`src/rtl/r15_commit_pkg.sv`:
```
// Shared constants and the status type for the register-15 commit unit.
// Assumes the 32-bit combined word layout {N,Z,C,V,I,F,PC[23:0],M1,M0}.
package r15_commit_pkg;

    localparam int WORD_W = 32;
    localparam int IDX_W  = 4;
    localparam int PC_W   = 24;
    localparam int PC_LSB = 2;
    localparam int MODE_W = 2;

    localparam logic [IDX_W-1:0] PC_IDX = IDX_W'((1 << IDX_W) - 1);

    // Bit positions of the status fields within the combined word.
    localparam int N_BIT   = WORD_W - 1;
    localparam int Z_BIT   = WORD_W - 2;
    localparam int C_BIT   = WORD_W - 3;
    localparam int V_BIT   = WORD_W - 4;
    localparam int IRQ_BIT = WORD_W - 5;
    localparam int FIQ_BIT = WORD_W - 6;

    localparam logic [MODE_W-1:0] MODE_USER  = '0;
    localparam logic [MODE_W-1:0] MODE_RESET = '1;

    typedef struct packed {
        logic              n;
        logic              z;
        logic              c;
        logic              v;
        logic              irq_off;
        logic              fiq_off;
        logic [MODE_W-1:0] mode;
    } psr_t;

    typedef enum logic [1:0] {
        PSR_KEEP = 2'd0,
        PSR_CC   = 2'd1,
        PSR_LOAD = 2'd2
    } psr_sel_e;

    localparam psr_t PSR_RESET = '{n: 1'b0, z: 1'b0, c: 1'b0, v: 1'b0,
                                   irq_off: 1'b1, fiq_off: 1'b1,
                                   mode: MODE_RESET};

    // Build the combined register-15 word from status and PC.
    function automatic logic [WORD_W-1:0] pack_r15(input psr_t p,
                                                   input logic [PC_W-1:0] pc);
        return {p.n, p.z, p.c, p.v, p.irq_off, p.fiq_off, pc, p.mode};
    endfunction

endpackage

```
`src/rtl/r15_commit_ctrl.sv`:
```
// Decodes a commit into write strobes and a status-source select.
// Assumes the register file captures rf_we on the same edge as the status.
module r15_commit_ctrl
    import r15_commit_pkg::*;
(
    input  logic             commit_valid,
    input  logic [IDX_W-1:0] dest,
    input  logic             set_flags,
    input  logic             is_compare,
    output logic             rf_we,
    output logic             pc_we,
    output psr_sel_e         psr_sel
);

    logic dest_is_pc;

    // Identify the combined PC/status register as destination.
    always_comb dest_is_pc = (dest == PC_IDX);

    // Register-file and PC strobes; comparisons produce no register result.
    always_comb begin
        rf_we = commit_valid && !is_compare && !dest_is_pc;
        pc_we = commit_valid && !is_compare &&  dest_is_pc;
    end

    // Pick where the next status comes from.
    always_comb begin
        if (!commit_valid || !set_flags) psr_sel = PSR_KEEP;
        else if (dest_is_pc)             psr_sel = PSR_LOAD;
        else                             psr_sel = PSR_CC;
    end

endmodule

```
`src/rtl/r15_cc_update.sv`:
```
// Condition-flag update for a destination other than register 15.
// Logical operations take C from the shifter and keep V; arithmetic ones
// take C and V from the adder. Masks and mode pass through untouched.
module r15_cc_update
    import r15_commit_pkg::*;
(
    input  psr_t cur,
    input  logic alu_n,
    input  logic alu_z,
    input  logic alu_c,
    input  logic alu_v,
    input  logic shift_c,
    input  logic arith_op,
    output psr_t nxt
);

    // Merge the ALU flags into the current status.
    always_comb begin
        nxt   = cur;
        nxt.n = alu_n;
        nxt.z = alu_z;
        nxt.c = arith_op ? alu_c : shift_c;
        nxt.v = arith_op ? alu_v : cur.v;
    end

endmodule

```
`src/rtl/r15_psr_load.sv`:
```
// Status load from a result word written to register 15 with set-flags.
// Condition flags always follow the result; masks and mode only do so
// outside user mode (judged from the mode before the write).
module r15_psr_load
    import r15_commit_pkg::*;
(
    input  psr_t              cur,
    input  logic [WORD_W-1:0] result,
    output psr_t              nxt
);

    logic privileged;

    // Protection follows the mode in force before the commit.
    always_comb privileged = (cur.mode != MODE_USER);

    // Apply the result bits, masking the protected ones in user mode.
    always_comb begin
        nxt   = cur;
        nxt.n = result[N_BIT];
        nxt.z = result[Z_BIT];
        nxt.c = result[C_BIT];
        nxt.v = result[V_BIT];
        if (privileged) begin
            nxt.irq_off = result[IRQ_BIT];
            nxt.fiq_off = result[FIQ_BIT];
            nxt.mode    = result[MODE_W-1:0];
        end
    end

endmodule

```
`src/rtl/r15_writeback.sv`:
```
// Commit stage for data-processing results in a core whose register 15
// combines PC and status. Holds the status and PC, drives the register
// file write port, and applies the register-15 rules in one clock edge.
module r15_writeback
    import r15_commit_pkg::*;
(
    input  logic              clk,
    input  logic              rst_n,
    input  logic              commit_valid,
    input  logic [WORD_W-1:0] result,
    input  logic              alu_n,
    input  logic              alu_z,
    input  logic              alu_c,
    input  logic              alu_v,
    input  logic              shift_c,
    input  logic              arith_op,
    input  logic [IDX_W-1:0]  dest,
    input  logic              set_flags,
    input  logic              is_compare,
    output logic              rf_we,
    output logic [IDX_W-1:0]  rf_waddr,
    output logic [WORD_W-1:0] rf_wdata,
    output logic [PC_W-1:0]   pc_q,
    output logic              flag_n,
    output logic              flag_z,
    output logic              flag_c,
    output logic              flag_v,
    output logic              irq_mask,
    output logic              fiq_mask,
    output logic [MODE_W-1:0] mode,
    output logic [WORD_W-1:0] r15_q
);

    psr_t     psr_q;
    psr_t     psr_d;
    psr_t     psr_cc;
    psr_t     psr_ld;
    psr_sel_e psr_sel;
    logic     pc_we;

    r15_commit_ctrl u_ctrl (
        .commit_valid (commit_valid),
        .dest         (dest),
        .set_flags    (set_flags),
        .is_compare   (is_compare),
        .rf_we        (rf_we),
        .pc_we        (pc_we),
        .psr_sel      (psr_sel)
    );

    r15_cc_update u_cc (
        .cur      (psr_q),
        .alu_n    (alu_n),
        .alu_z    (alu_z),
        .alu_c    (alu_c),
        .alu_v    (alu_v),
        .shift_c  (shift_c),
        .arith_op (arith_op),
        .nxt      (psr_cc)
    );

    r15_psr_load u_load (
        .cur    (psr_q),
        .result (result),
        .nxt    (psr_ld)
    );

    // Register-file port carries the destination and result directly.
    always_comb begin
        rf_waddr = dest;
        rf_wdata = result;
    end

    // Next status from the selected source.
    always_comb begin
        unique case (psr_sel)
            PSR_CC:   psr_d = psr_cc;
            PSR_LOAD: psr_d = psr_ld;
            default:  psr_d = psr_q;
        endcase
    end

    // Status and PC state, updated together on the commit edge.
    always_ff @(posedge clk) begin
        if (!rst_n) begin
            psr_q <= PSR_RESET;
            pc_q  <= '0;
        end else begin
            psr_q <= psr_d;
            if (pc_we) pc_q <= result[PC_LSB +: PC_W];
        end
    end

    // Field views of the held state.
    always_comb begin
        flag_n   = psr_q.n;
        flag_z   = psr_q.z;
        flag_c   = psr_q.c;
        flag_v   = psr_q.v;
        irq_mask = psr_q.irq_off;
        fiq_mask = psr_q.fiq_off;
        mode     = psr_q.mode;
        r15_q    = pack_r15(psr_q, pc_q);
    end

endmodule

```
`config.mk`:
```
export PLATFORM = sky130hd
export DESIGN_NAME = r15_writeback
export DESIGN_NICKNAME = d
export VERILOG_FILES = /design/src/rtl/r15_commit_pkg.sv /design/src/rtl/r15_commit_ctrl.sv /design/src/rtl/r15_cc_update.sv /design/src/rtl/r15_psr_load.sv /design/src/rtl/r15_writeback.sv
export SDC_FILE = /design/constraint.sdc
export NUM_CORES = 1
export LEC_CHECK = 0
export ABC_AREA = 1
export BUFFER_PORTS_ARGS = -buffer_cell sky130_fd_sc_hd__buf_2
export CORE_MARGIN = 2
export CORE_UTILIZATION = 36
export CTS_CLUSTER_DIAMETER = 80
export DETAILED_ROUTE_END_ITERATION = 10
export PLACE_DENSITY_LB_ADDON = 0.25
export SLEW_MARGIN = 40
export SYNTH_ARGS = -nofsm -noshare
export SYNTH_HDL_FRONTEND = slang
export SYNTH_SLANG_ARGS = --single-unit
```
`constraint.sdc`:
```
create_clock -name clk -period 1 [get_ports clk]
set_clock_uncertainty 0.1 [all_clocks]
set_input_delay 0.15 -clock clk [delete_from_list [all_inputs] [get_ports clk]]
set_output_delay 0.15 -clock clk [all_outputs]
set_load 0.02 [all_outputs]
```
---- Word-level counts from Yosys, hierarchy flattened ----
Cells that the tools add are included.
W data, S select, Z words.
storage, ports and cells
  register bits ........................... 32
  latch bits .............................. 0
  memory bits (writable) .................. 0
  bits in read-only memories .............. 0
  input port bits ......................... 47
  output and inout port bits .............. 101
  logic and storage cells ................. 31
  memories ................................ 0
operators by class
  add/sub/neg operators ................... 0
  $mul .................................... 0
  div/mod/pow operators ................... 0
  order comparisons ....................... 0
  equal/unequal tests ..................... 4
  shift operators ......................... 0
  multiplexer cells ....................... 6
  bitwise operators ....................... 1
  reduce and logical (&&, ||, !) cells .... 12
operators with widths
  operator              count
  $pmux W8 S2           1
  $eq A4 B4 Y1 const B  1
  $logic_not A1 Y1      4
  $mux W2               2
  $mux W4               1
  $reduce_bool A2 Y1    2
  $logic_and A1 B1 Y1   3
  $reduce_and A3 Y1     1
  $eq A2 B1 Y1 const B  1
  $eq A2 B2 Y1 const B  1
  $mux W1               2
  $ne A2 B2 Y1 const B  1
  $reduce_and A2 Y1     1
  $logic_or A1 B1 Y1    1
  $not A1 Y1            1

---- Logic depth before layout (Yosys ltp) ----
Gate-level depths: netlist of run 1.
  depth in word-level cells ............... 6
  gate-level depth with buffers ........... 7
  depth with buffers taken out ............ 7

---- By module ----
Synthesis of run 1 repeated with hierarchy kept, for this count alone.
unflattened totals
  cell total of the unflattened synthesis .. 284
  area total of the unflattened synthesis .. 1,974.4 µm²
modules (own cells, without submodules)
  module           instances  cells an instance  area an instance (µm²)  sequential area each (µm²)
  r15_writeback    1          243                1,778.0                 640.6
  r15_psr_load     1          15                 76.3                    0.0
  r15_cc_update    1          13                 71.3                    0.0
  r15_commit_ctrl  1          13                 48.8                    0.0

---- Worst setup path before layout of run 1 ----
OpenSTA, ideal clock, no wires.
  path type ............................... input -> output
  from .................................... in dest[1]
  to ...................................... out rf_we
  data arrival time ....................... 0.916 ns
  required time ........................... 0.750 ns
  slack ................................... -0.166 ns
  cell stages on the path ................. 4
  path buffers ............................ 1
  path through ............................ nand2_1 -> nor2_4 -> buf_6 -> nor3_1
on the way
  word-level cells in the longest chain between the ends .. 3
ends and longest elaborated chain
  what                 line                   text
  from (decl)          r15_writeback.sv:17    input logic [IDX_W-1:0] dest,
  $eq A4 B4 Y1         r15_commit_ctrl.sv:18  always_comb dest_is_pc = (dest == PC_IDX);
  $logic_not A1 Y1     r15_commit_ctrl.sv:22  rf_we = commit_valid && !is_compare && !dest_is_pc;
  $logic_and A1 B1 Y1  r15_commit_ctrl.sv:22
  to (decl)            r15_writeback.sv:20    output logic rf_we,
No other way between the ends.

---- Worst setup path in the final report of run 1 ----
  from .................................... reg psr_q, in the netlist mode[0]
  to ...................................... out mode[0]
RTL lines
  what                    line                 text
  from (decl)             r15_writeback.sv:34  psr_t psr_q;
  from (signal assigned)  r15_writeback.sv:89  psr_q <= psr_d;
  to (decl)               r15_writeback.sv:30  output logic [MODE_W-1:0] mode,
No word-level cell between the ends.

==> results.yml, run 1 <==
pwr:
  switching_share: 0.2764
  p_switching_mw: 0.8002
  seq_power_share: 0.447
  peakVddDrop_mv: 0.5476
  power_density_mw_per_mm2: 1026
  power.share.combinational: 0.206
  clock_power_share: 0.347
  leakage_nw: 1.384
  internal-power_mw: 2.095
logic_synthesis:
  ys_warn_count: 0
  synth_cell_types: 17
  ys_ff_latch: 32
  yosysSeqAreaShare: 0.3452
  syn_nets: 293
  netlist_instances: 246
  synth.avg_cell_area_um2: 7.543
  syn_area_mm2: 0.001856
timing:
  setup_violations: 51
  final-hold-violation-count: 0
  worstMarginPinSlew_ns: 0.2657
  whs_ns: 0.008804
  setup_tns_ns: -0.4731
  fmax_mhz: 979.5
  rsz0062_at_grt: "true"
  fin_ws_ns: -0.02092
  slew_headroom: 0.8227
  fin_crit_ns: 1.021
  slew_violations: 0
  period_share: 1.021
clocking:
  htree_levels: 2
  cts_tree: "done"
  numCtsBuffers: 5
  cts.sinks: 32
  clock_latency_ns: 0.28
  ctsLongestPathBuffers: 2
  clk_pin_slew_ns: 0.06
  cts_root_buf: "clkbuf_8"
setup_path:
  cp.arrival_ns: 0.77
  crit_type: "flip-flop to output port"
  cp_slowest_cell: "dfxtp_4"
  critPathMaxFanout: 4
  cp-start-kind: "flip-flop"
  max_stage_delay_ns: 0.37
  cp_num_buf_inv: 1
  cp_cell_sequence: "buf_6"
  end_kind: "output port"
  required_ns: 0.75
  critPathTopFamily: "flip-flops"
placement:
  hpwlAfterDp_um: 3359
  io_buffers: 147
  place_congestion: 0.7221
  place_ws_ns: -0.2433
finish:
  final_nets: 388
  seq_area_um2: 705.7
  n_fill_cell: 479
  drive_gt1_frac: 0.6199
  multi_input_area_um2: 595.6
  area_growth_pct: 51.99
  n_antenna_cell: 0
detailed_routing:
  first_iter_violations: 45
  drc: 0
  viasPerCell: 4.376
  wl_um: 4858
  wl_per_cell_um: 11.79
  postRouteAntennaNets: 0
  route.vias.total: 1803
  drt_first_pass_iters: 4
floorplan:
  initial_core_util: 0.3680
  die_h_um: 75.80
  die_area_mm2: 0.005745
  rows: 26
  core_mm2: 0.005042
  die_w_um: 75.80
  io_pins: 148
status:
  status: "finished, violations left"
  failed_checks: "setup timing"
grt:
  grt_max_degree: 25
  grt_pass1_vias: 1575
  grt_pass1_wl_um: 7079
  antenna_found_initial: 0
  grt_overflow_total: 0
  grt_util_all_layers: 0.1643
worst_hold_path:
  hold_path_class: "input pin to flip-flop"
flow_run:
  cap_violations: 0
==> what timing repair did <==
item	CTS	global route
hold endpoints to repair	3	0
hold buffers	2	0
endpoints found under the setup margin	65	74
pin swaps	2	0
resized for setup	144	23
setup buffers	6	0
==> metrics by stage <==
stage	cells	power (mW)	util	instance area (um2)
5_1_grt	412	3.067	0.5593	2820
6_report	412	2.895	0.5593	2820
2_1_floorplan	246	1.731	-	1871
3_5_place_dp	396	1.869	0.4375	2206
3_3_place_gp	396	1.867	0.4375	2206
4_1_cts	412	2.950	0.5432	2739
==> power groups by stage <==
stage | sequential [mW] | clock (mW) | combinational, mW
global placement | 1.33 | 0 | 0.532
floorplan | 1.36 | 0 | 0.375
detailed placement | 1.34 | 0 | 0.533
finish | 1.29 | 1.00 | 0.597
global route | 1.30 | 1.12 | 0.647
CTS | 1.31 | 1.05 | 0.588
==> tightest hold or removal path, cell delays in order <==
cell,delay (ns)
buf_2,0.11
nand2_1,0.06
nor2_1,0.03
==> placed cells by master (no fill, tap or decap), drive strengths merged <==
cell type | netlist | final
dfxtp | 32 | 32
nand3b | 1 | 1
or2 | 1 | 1
nand3 | 33 | 33
clkbuf | 1 | 8
a21oi | 29 | 29
nand2 | 49 | 49
nor2 | 7 | 7
nor3 | 1 | 1
buf | 77 | 164
o21bai | 1 | 1
dlygate4sd3 | 0 | 2
inv | 14 | 14
==> logic make-up after synthesis <==
logic type	Yosys count	synth area share
compound gates	30	0.08227
buf+inv	92	0.3493
flops	32	0.3452
simple gates	92	0.2232
==> cells in the mapped netlist (all sizes together) <==
master	number	area, um2
a21oi	29	145.1
buf	77	591.8
clkbuf	1	3.750
dfxtp	32	640.6
inv	14	52.55
nand2	49	188.9
nand3	33	165.2
nand3b	1	7.510
nor2	7	41.29
nor3	1	5.000
o21bai	1	7.510
or2	1	6.260
==> path summary, 6_finish.rpt <==
path / start / end / slack, ns / depth (start not counted)
worst min register to register: pc_q[3] / pc_q[3] / 0.38 / 2
worst max-delay path: mode[0] / mode[0] / -0.02 / 1
worst min-delay path: rst_n / flag_v / 0.009 / 3
worst max register to register: mode[1] / fiq_mask / -0.02 / 3
==> state kept, by name, indices dropped and copies added (netlist names) <==
name and count:
fiq_mask 1, flag_z 1, flag_v 1, flag_n 1
mode 2, irq_mask 1, flag_c 1, pc_q 24
==> per-layer routing <==
| metal | vias up | wire length, um | track usage |
|---|---|---|---|
| met4 | 0 | 55 | 0.05263 |
| met5 | - | 0 | 0 |
| met1 | 796 | 1965 | 0.1884 |
| met2 | 92 | 2526 | 0.2969 |
| li1 | 910 | - | - |
| met3 | 5 | 310 | 0.04101 |
==> area by class of cell <==
class	count	area share
Inverter	14	0.01863
Sequential cell	32	0.2502
Clock buffer	8	0.03194
Tap cell	70	0.03106
Timing Repair Buffer	166	0.4570
Multi-Input combinational cell	122	0.2112
Power figures use the tool's default switching activity.
==> inputs of run 2 (changes only) <==
- CAP_MARGIN: not set -> 20
- SETUP_SLACK_MARGIN: not set -> 0.4
==> run 2 against run 1 <==
Effect of this change:
- the run still ends with setup timing left
- non-clock buffer count rose by 55
- register-to-register slack got worse by 0.04 ns
- routed wire length rose by 70%
- via count rose by 26%
- die area did not move
- maximum frequency fell by 9.5%
- first-iteration DRC count rose by 27%
- largest cell class unchanged
==> results.yml, run 2 (synthesis results as in run 1) <==
status:
  status: "finished, violations left"
  failed_checks: "setup timing"
pwr:
  peakVddDrop_mv: 0.5654
  power_mw: 3.323
  leakage_nw: 1.910
  power_density_mw_per_mm2: 765.5
grt:
  grt_pass1_wl_um: 9929
  grt_overflow_total: 0
  grt_util_all_layers: 0.2355
  antenna_found_initial: 0
  grt_pass1_vias: 2116
  grt_max_degree: 25
setup_path:
  r2r-start: "mode[1]"
  required_ns: 0.75
  ff2ff_setup_slack_ns: -0.06
  cp.arrival_ns: 0.88
  cp-start-kind: "flip-flop"
  critPathMaxFanout: 3
  ff2ff_path_depth: 4
  crit_type: "flip-flop to output port"
  rr_endpoint: "mode[1]"
  end_kind: "output port"
detailed_routing:
  first_iter_violations: 57
  wl_per_cell_um: 17.52
  drt_first_pass_iters: 4
  drc: 0
  wl_um: 8236
  route.vias.total: 2280
  postRouteAntennaNets: 0
  viasPerCell: 4.851
timing:
  period_share: 1.128
  whs_ns: 0.09169
  fin_crit_ns: 1.128
  setup_violations: 86
  worstMarginPinSlew_ns: 0.2122
  final-hold-violation-count: 0
  slew_headroom: 0.8584
  slew_violations: 0
  fmax_mhz: 886.9
  fin_ws_ns: -0.1275
  setup_tns_ns: -2.355
  rsz0062_at_grt: "true"
clocking:
  cts.sinks: 32
  clk_pin_slew_ns: 0.06
  cts_root_buf: "clkbuf_8"
  htree_levels: 2
  cts_hold_buf: 0
  cts_tree: "done"
  numCtsBuffers: 5
  ctsLongestPathBuffers: 2
  clock_latency_ns: 0.28
placement:
  place_area_mm2: 0.002391
  hpwlAfterDp_um: 3411
  place_congestion: 0.7525
  place_ws_ns: -0.2314
  dp.cells: 397
  io_buffers: 147
flow_run:
  cap_violations: 0
floorplan:
  rows: 26
  initial_core_util: 0.3680
  die_w_um: 75.80
  io_pins: 148
  die_h_um: 75.80
  die_area_mm2: 0.005745
  core_mm2: 0.005042
finish:
  final_area_mm2: 0.004340
  n_antenna_cell: 0
  final_cell_mix: "buf_6, buf_4, dfxtp_4"
  top_register: "pc_q"
  n_fill_cell: 234
  postLayoutCoreUtil: 0.8608
  stdcell_count: 470
  final_common_cell: "buf_6"
  drive_gt1_frac: 0.8475
  final_nets: 446
  area_growth_pct: 133.9
  largest_register_ffs: 24
worst_hold_path:
  hold_path_class: "input pin to flip-flop"
  hold_depth: 4
  worstHoldStart: "result[0]"
  holdPathEnd: "mode[0]"
run 2: cell count changes in the layout (fill, tap and decap cells not counted), moves of 14 or more:
cell,before,now
buf_6,56,133
buf_2,82,9
buf_4,23,55
nand2_1,45,14
a21oi_1,29,6
a21oi_2,0,23
dfxtp_2,22,1
dfxtp_4,10,31
buf_8,1,18
nand2_2,2,16
nand2_4,2,16
run 2: how the worst max path moves through the flow:
stage             from  endpoint  slack, ns  depth (start not counted)
5_1_grt        mode[1]  r15_q[1]      -0.15                          2
4_1_cts        mode[0]  r15_q[0]      -0.12                          2
3_3_place_gp   dest[2]    flag_v      -0.20                          7
3_5_place_dp   dest[2]    flag_v      -0.23                          7
2_1_floorplan  mode[1]  fiq_mask       0.03                          3
6_report       mode[1]  r15_q[1]      -0.13                          2
run 2: power by group:
| group | total (mW) | internal (mW) | switching (mW) |
|---|---|---|---|
| registers | 1.25 | 1.22 | 0.0245 |
| clock network | 0.965 | 0.494 | 0.471 |
| logic | 1.11 | 0.623 | 0.488 |
| total | 3.32 | 2.34 | 0.984 |
run 2: final cells by class:
cell class / instances / area [um2] / share of cell area
inverter: 14 / 60.06 / 0.01384
clock buffer: 8 / 80.08 / 0.01845
multi-input combinational: 125 / 996.0 / 0.2295
sequential: 32 / 758.2 / 0.1747
tap: 70 / 87.58 / 0.02018
timing repair buffer: 221 / 2359 / 0.5434
run 2: layer usage:
metal | up-vias | track usage | part of all wire | wire length [um]
li1 | 1039 | - | - | -
met2 | 121 | 0.4377 | 0.54 | 4481
met3 | 19 | 0.06481 | 0.067 | 551
met5 | - | 0 | 0 | 0
met1 | 1101 | 0.2486 | 0.36 | 3003
met4 | 0 | 0.09357 | 0.024 | 199
run 2: worst max-delay path, cell delays in order (launching register included):
cell	delay (ns)
dfxtp_2	0.36
buf_6	0.12
buf_6	0.11
run 2: repair_timing:
action                     CTS  global route
gates cloned                 3             2
gates resized for setup    287            75
pin swaps                    9            26
setup buffers               37            23
setup endpoints to repair  133           133
==> inputs of run 3 (changes only) <==
- CORE_UTILIZATION: 36 -> 39
- GPL_TIMING_DRIVEN: not set -> 0
- clock period: 1 -> 1.05 ns (I/O delays scaled with it)
==> run 3 against run 2 <==
Effect of this change:
- the run now fails in clock tree synthesis
- synthesized cell count unchanged
- area after synthesis stayed put
==> results.yml, run 3 <==
status:
  status: "aborted with a tool error"
  stop_stage: "clock tree synthesis"
  firstError: "[ERROR DPL-0033] detailed placement checks failed during check placement."
clocking:
  postCtsSetupRepairBufs: 33
  numCtsBuffers: 5
  htree_levels: 2
  ctsLongestPathBuffers: 2
  cts_resized: 330
  cts.sinks: 32
  cts_root_buf: "clkbuf_8"
placement:
  hpwlAfterDp_um: 3766
  io_buffers: 147
  place_congestion: 0.7175
  place_ws_ns: -0.2001
logic_synthesis:
  synth.avg_cell_area_um2: 7.543
  netlist_instances: 246
  syn_nets: 293
  synthArstFlopShare: 0
  post-synth-top-count-cell: "buf_4"
  syn_area_mm2: 0.001856
  synthFlopType: "dfxtp_1"
  synth_area_leaders: "dfxtp_1, buf_4, nand2_1, nand3_1, a21oi_1"
  synth_cell_types: 17
  ys_warn_count: 0
  synth_common_cells: "buf_4, nand2_1, nand3_1, dfxtp_1, a21oi_1"
  ys_ff_latch: 32
  synth_top_area_frac: 0.3452
  yosysSeqAreaShare: 0.3452
  synth.largest_area_cell: "dfxtp_1"
  synth-edff-count: 0
floorplan:
  initial_core_util: 0.3981
  die_h_um: 72.98
  die_w_um: 72.98
  rows: 25
  io_pins: 148
run 3: cell counts after synthesis:
Identical to the previous run, type by type.
run 3: cell families after synthesis:
group	count (synthesis)	share of synthesized area
compound gates	30	0.08227
simple gates	92	0.2232
buf+inv	92	0.3493
flops	32	0.3452
run 3: stage by stage:
| stage | cells | util | setup TNS [ns] | hold WS (ns) | cell area [um2] |
|---|---|---|---|---|---|
| floorplan | 246 | - | 0 | 0.1409 | 2152 |
| global placement | 447 | 0.6341 | -4.859 | 0.2942 | 2955 |
| detailed placement | 447 | 0.6341 | -5.439 | 0.2983 | 2955 |
==> inputs of run 4 (changes only) <==
- CTS_CLUSTER_DIAMETER: 80 -> not set
- PLACE_DENSITY_LB_ADDON: 0.25 -> 0.15
- SETUP_SLACK_MARGIN: 0.4 -> not set
==> run 4 against run 3 <==
Effect of this change:
- the flow now finishes, with violations (setup timing)
==> results.yml, run 4 (synthesis results as in run 1) <==
status:
  status: "finished, violations left"
  failed_checks: "setup timing"
clocking:
  htree_levels: 2
  ctsLongestPathBuffers: 2
  cts.sinks: 32
  cts_tree: "done"
  clock_latency_ns: 0.27
  clk_pin_slew_ns: 0.06
  cts_root_buf: "clkbuf_8"
  numCtsBuffers: 5
flow_run:
  cap_violations: 0
finish:
  top_register: "pc_q"
  largest_register_ffs: 24
  drive_gt1_frac: 0.6927
  final_nets: 444
  multi_input_area_um2: 618.1
  final_common_cell: "buf_2"
  area_growth_pct: 76.06
  postLayoutCoreUtil: 0.7009
  n_fill_cell: 391
  n_antenna_cell: 0
  final_area_mm2: 0.003267
  final_cell_mix: "buf_2, buf_6, buf_4"
  seq_area_um2: 680.7
detailed_routing:
  drt_first_pass_iters: 4
  postRouteAntennaNets: 0
  drc: 0
  viasPerCell: 4.455
  wl_um: 5373
  wl_per_cell_um: 11.91
  route.vias.total: 2009
  first_iter_violations: 71
timing:
  fmax_mhz: 909.6
  setup_tns_ns: -1.007
  setup_violations: 26
  slew_violations: 0
  period_share: 1.047
  fin_ws_ns: -0.04941
  final-hold-violation-count: 0
  rsz0062_at_grt: "true"
  worstMarginPinSlew_ns: 0.4174
  slew_headroom: 0.7217
  fin_crit_ns: 1.099
grt:
  grt_overflow_total: 0
  antenna_found_initial: 0
  grt_max_degree: 11
  grt_pass1_wl_um: 7555
  grt_pass1_vias: 1675
  grt_util_all_layers: 0.1802
setup_path:
  critPathMaxFanout: 3
  cp.arrival_ns: 0.84
  end_kind: "output port"
  crit_type: "flip-flop to output port"
  crit_top_cell: "buf_6"
  cp_slowest_cell: "dfxtp_2"
  max_stage_delay_ns: 0.34
  cp-start-kind: "flip-flop"
  required_ns: 0.79
  cp_cell_sequence: "buf_6 > buf_6"
placement:
  place_area_mm2: 0.002666
  io_buffers: 147
  place_congestion: 0.7336
  hpwlAfterDp_um: 3876
  place_ws_ns: -0.2243
floorplan:
  die_area_mm2: 0.005325
  die_h_um: 72.98
  initial_core_util: 0.3981
  die_w_um: 72.98
  core_mm2: 0.004661
  rows: 25
  io_pins: 148
pwr:
  leakage_nw: 1.664
  peakVddDrop_mv: 0.6819
  power_density_mw_per_mm2: 896.2
worst_hold_path:
  hold_path_class: "input pin to flip-flop"
==> run 4: cell type report <==
class,instances,area share
clock buffer,7,0.02949
sequential,32,0.2083
multi-input combinational,122,0.1892
buffer,68,0.1846
timing repair buffer,154,0.3516
tap,54,0.02068
inverter,14,0.01609
==> run 4: what timing repair did <==
| item | CTS | global route |
|---|---|---|
| hold endpoints to repair | 0 | 0 |
| buffers inserted | 3 | 4 |
| resized for setup | 145 | 37 |
| hold buffers | 0 | 0 |
| pin swaps | 1 | 13 |
| endpoints found under the setup margin | 65 | 54 |
| cloned | 0 | 0 |
==> run 4: final timing paths <==
kind            start         to  slack, ns  cells past startpoint
max reg2reg   mode[0]   fiq_mask      -0.03                      5
min             rst_n   irq_mask       0.02                      2
min reg2reg  pc_q[17]   pc_q[17]       0.38                      2
max          fiq_mask  r15_q[26]      -0.05                      2
==> run 4: routing by layer <==
layer / global-route usage / routed length, um
met5: 0 / 0
met4: 0.03909 / 66
met3: 0.04144 / 304
met2: 0.3232 / 2834
met1: 0.2187 / 2168
==> run 4: power breakdown <==
group	internal [mW]	leakage, nW	switching, mW
Sequential	1.23	0.271	0.0177
Clock	0.583	0.0503	0.419
Combinational	0.332	1.34	0.342
==> run 4: per-stage QoR <==
step / hold slack [ns] / cells / power [mW]
floorplan: 0.1416 / 246 / 1.647
global placement: 0.2902 / 447 / 1.873
detailed placement: 0.2939 / 447 / 1.878
CTS: 0.006683 / 448 / 2.928
global route: 0.008032 / 451 / 3.064
finish: 0.01514 / 451 / 2.928
==> run 4: critical path, delay by kind of cell, from the launching register on <==
kind                   cells  cell delay [ns]
buffers and inverters      2             0.23
flip-flops                 1             0.34
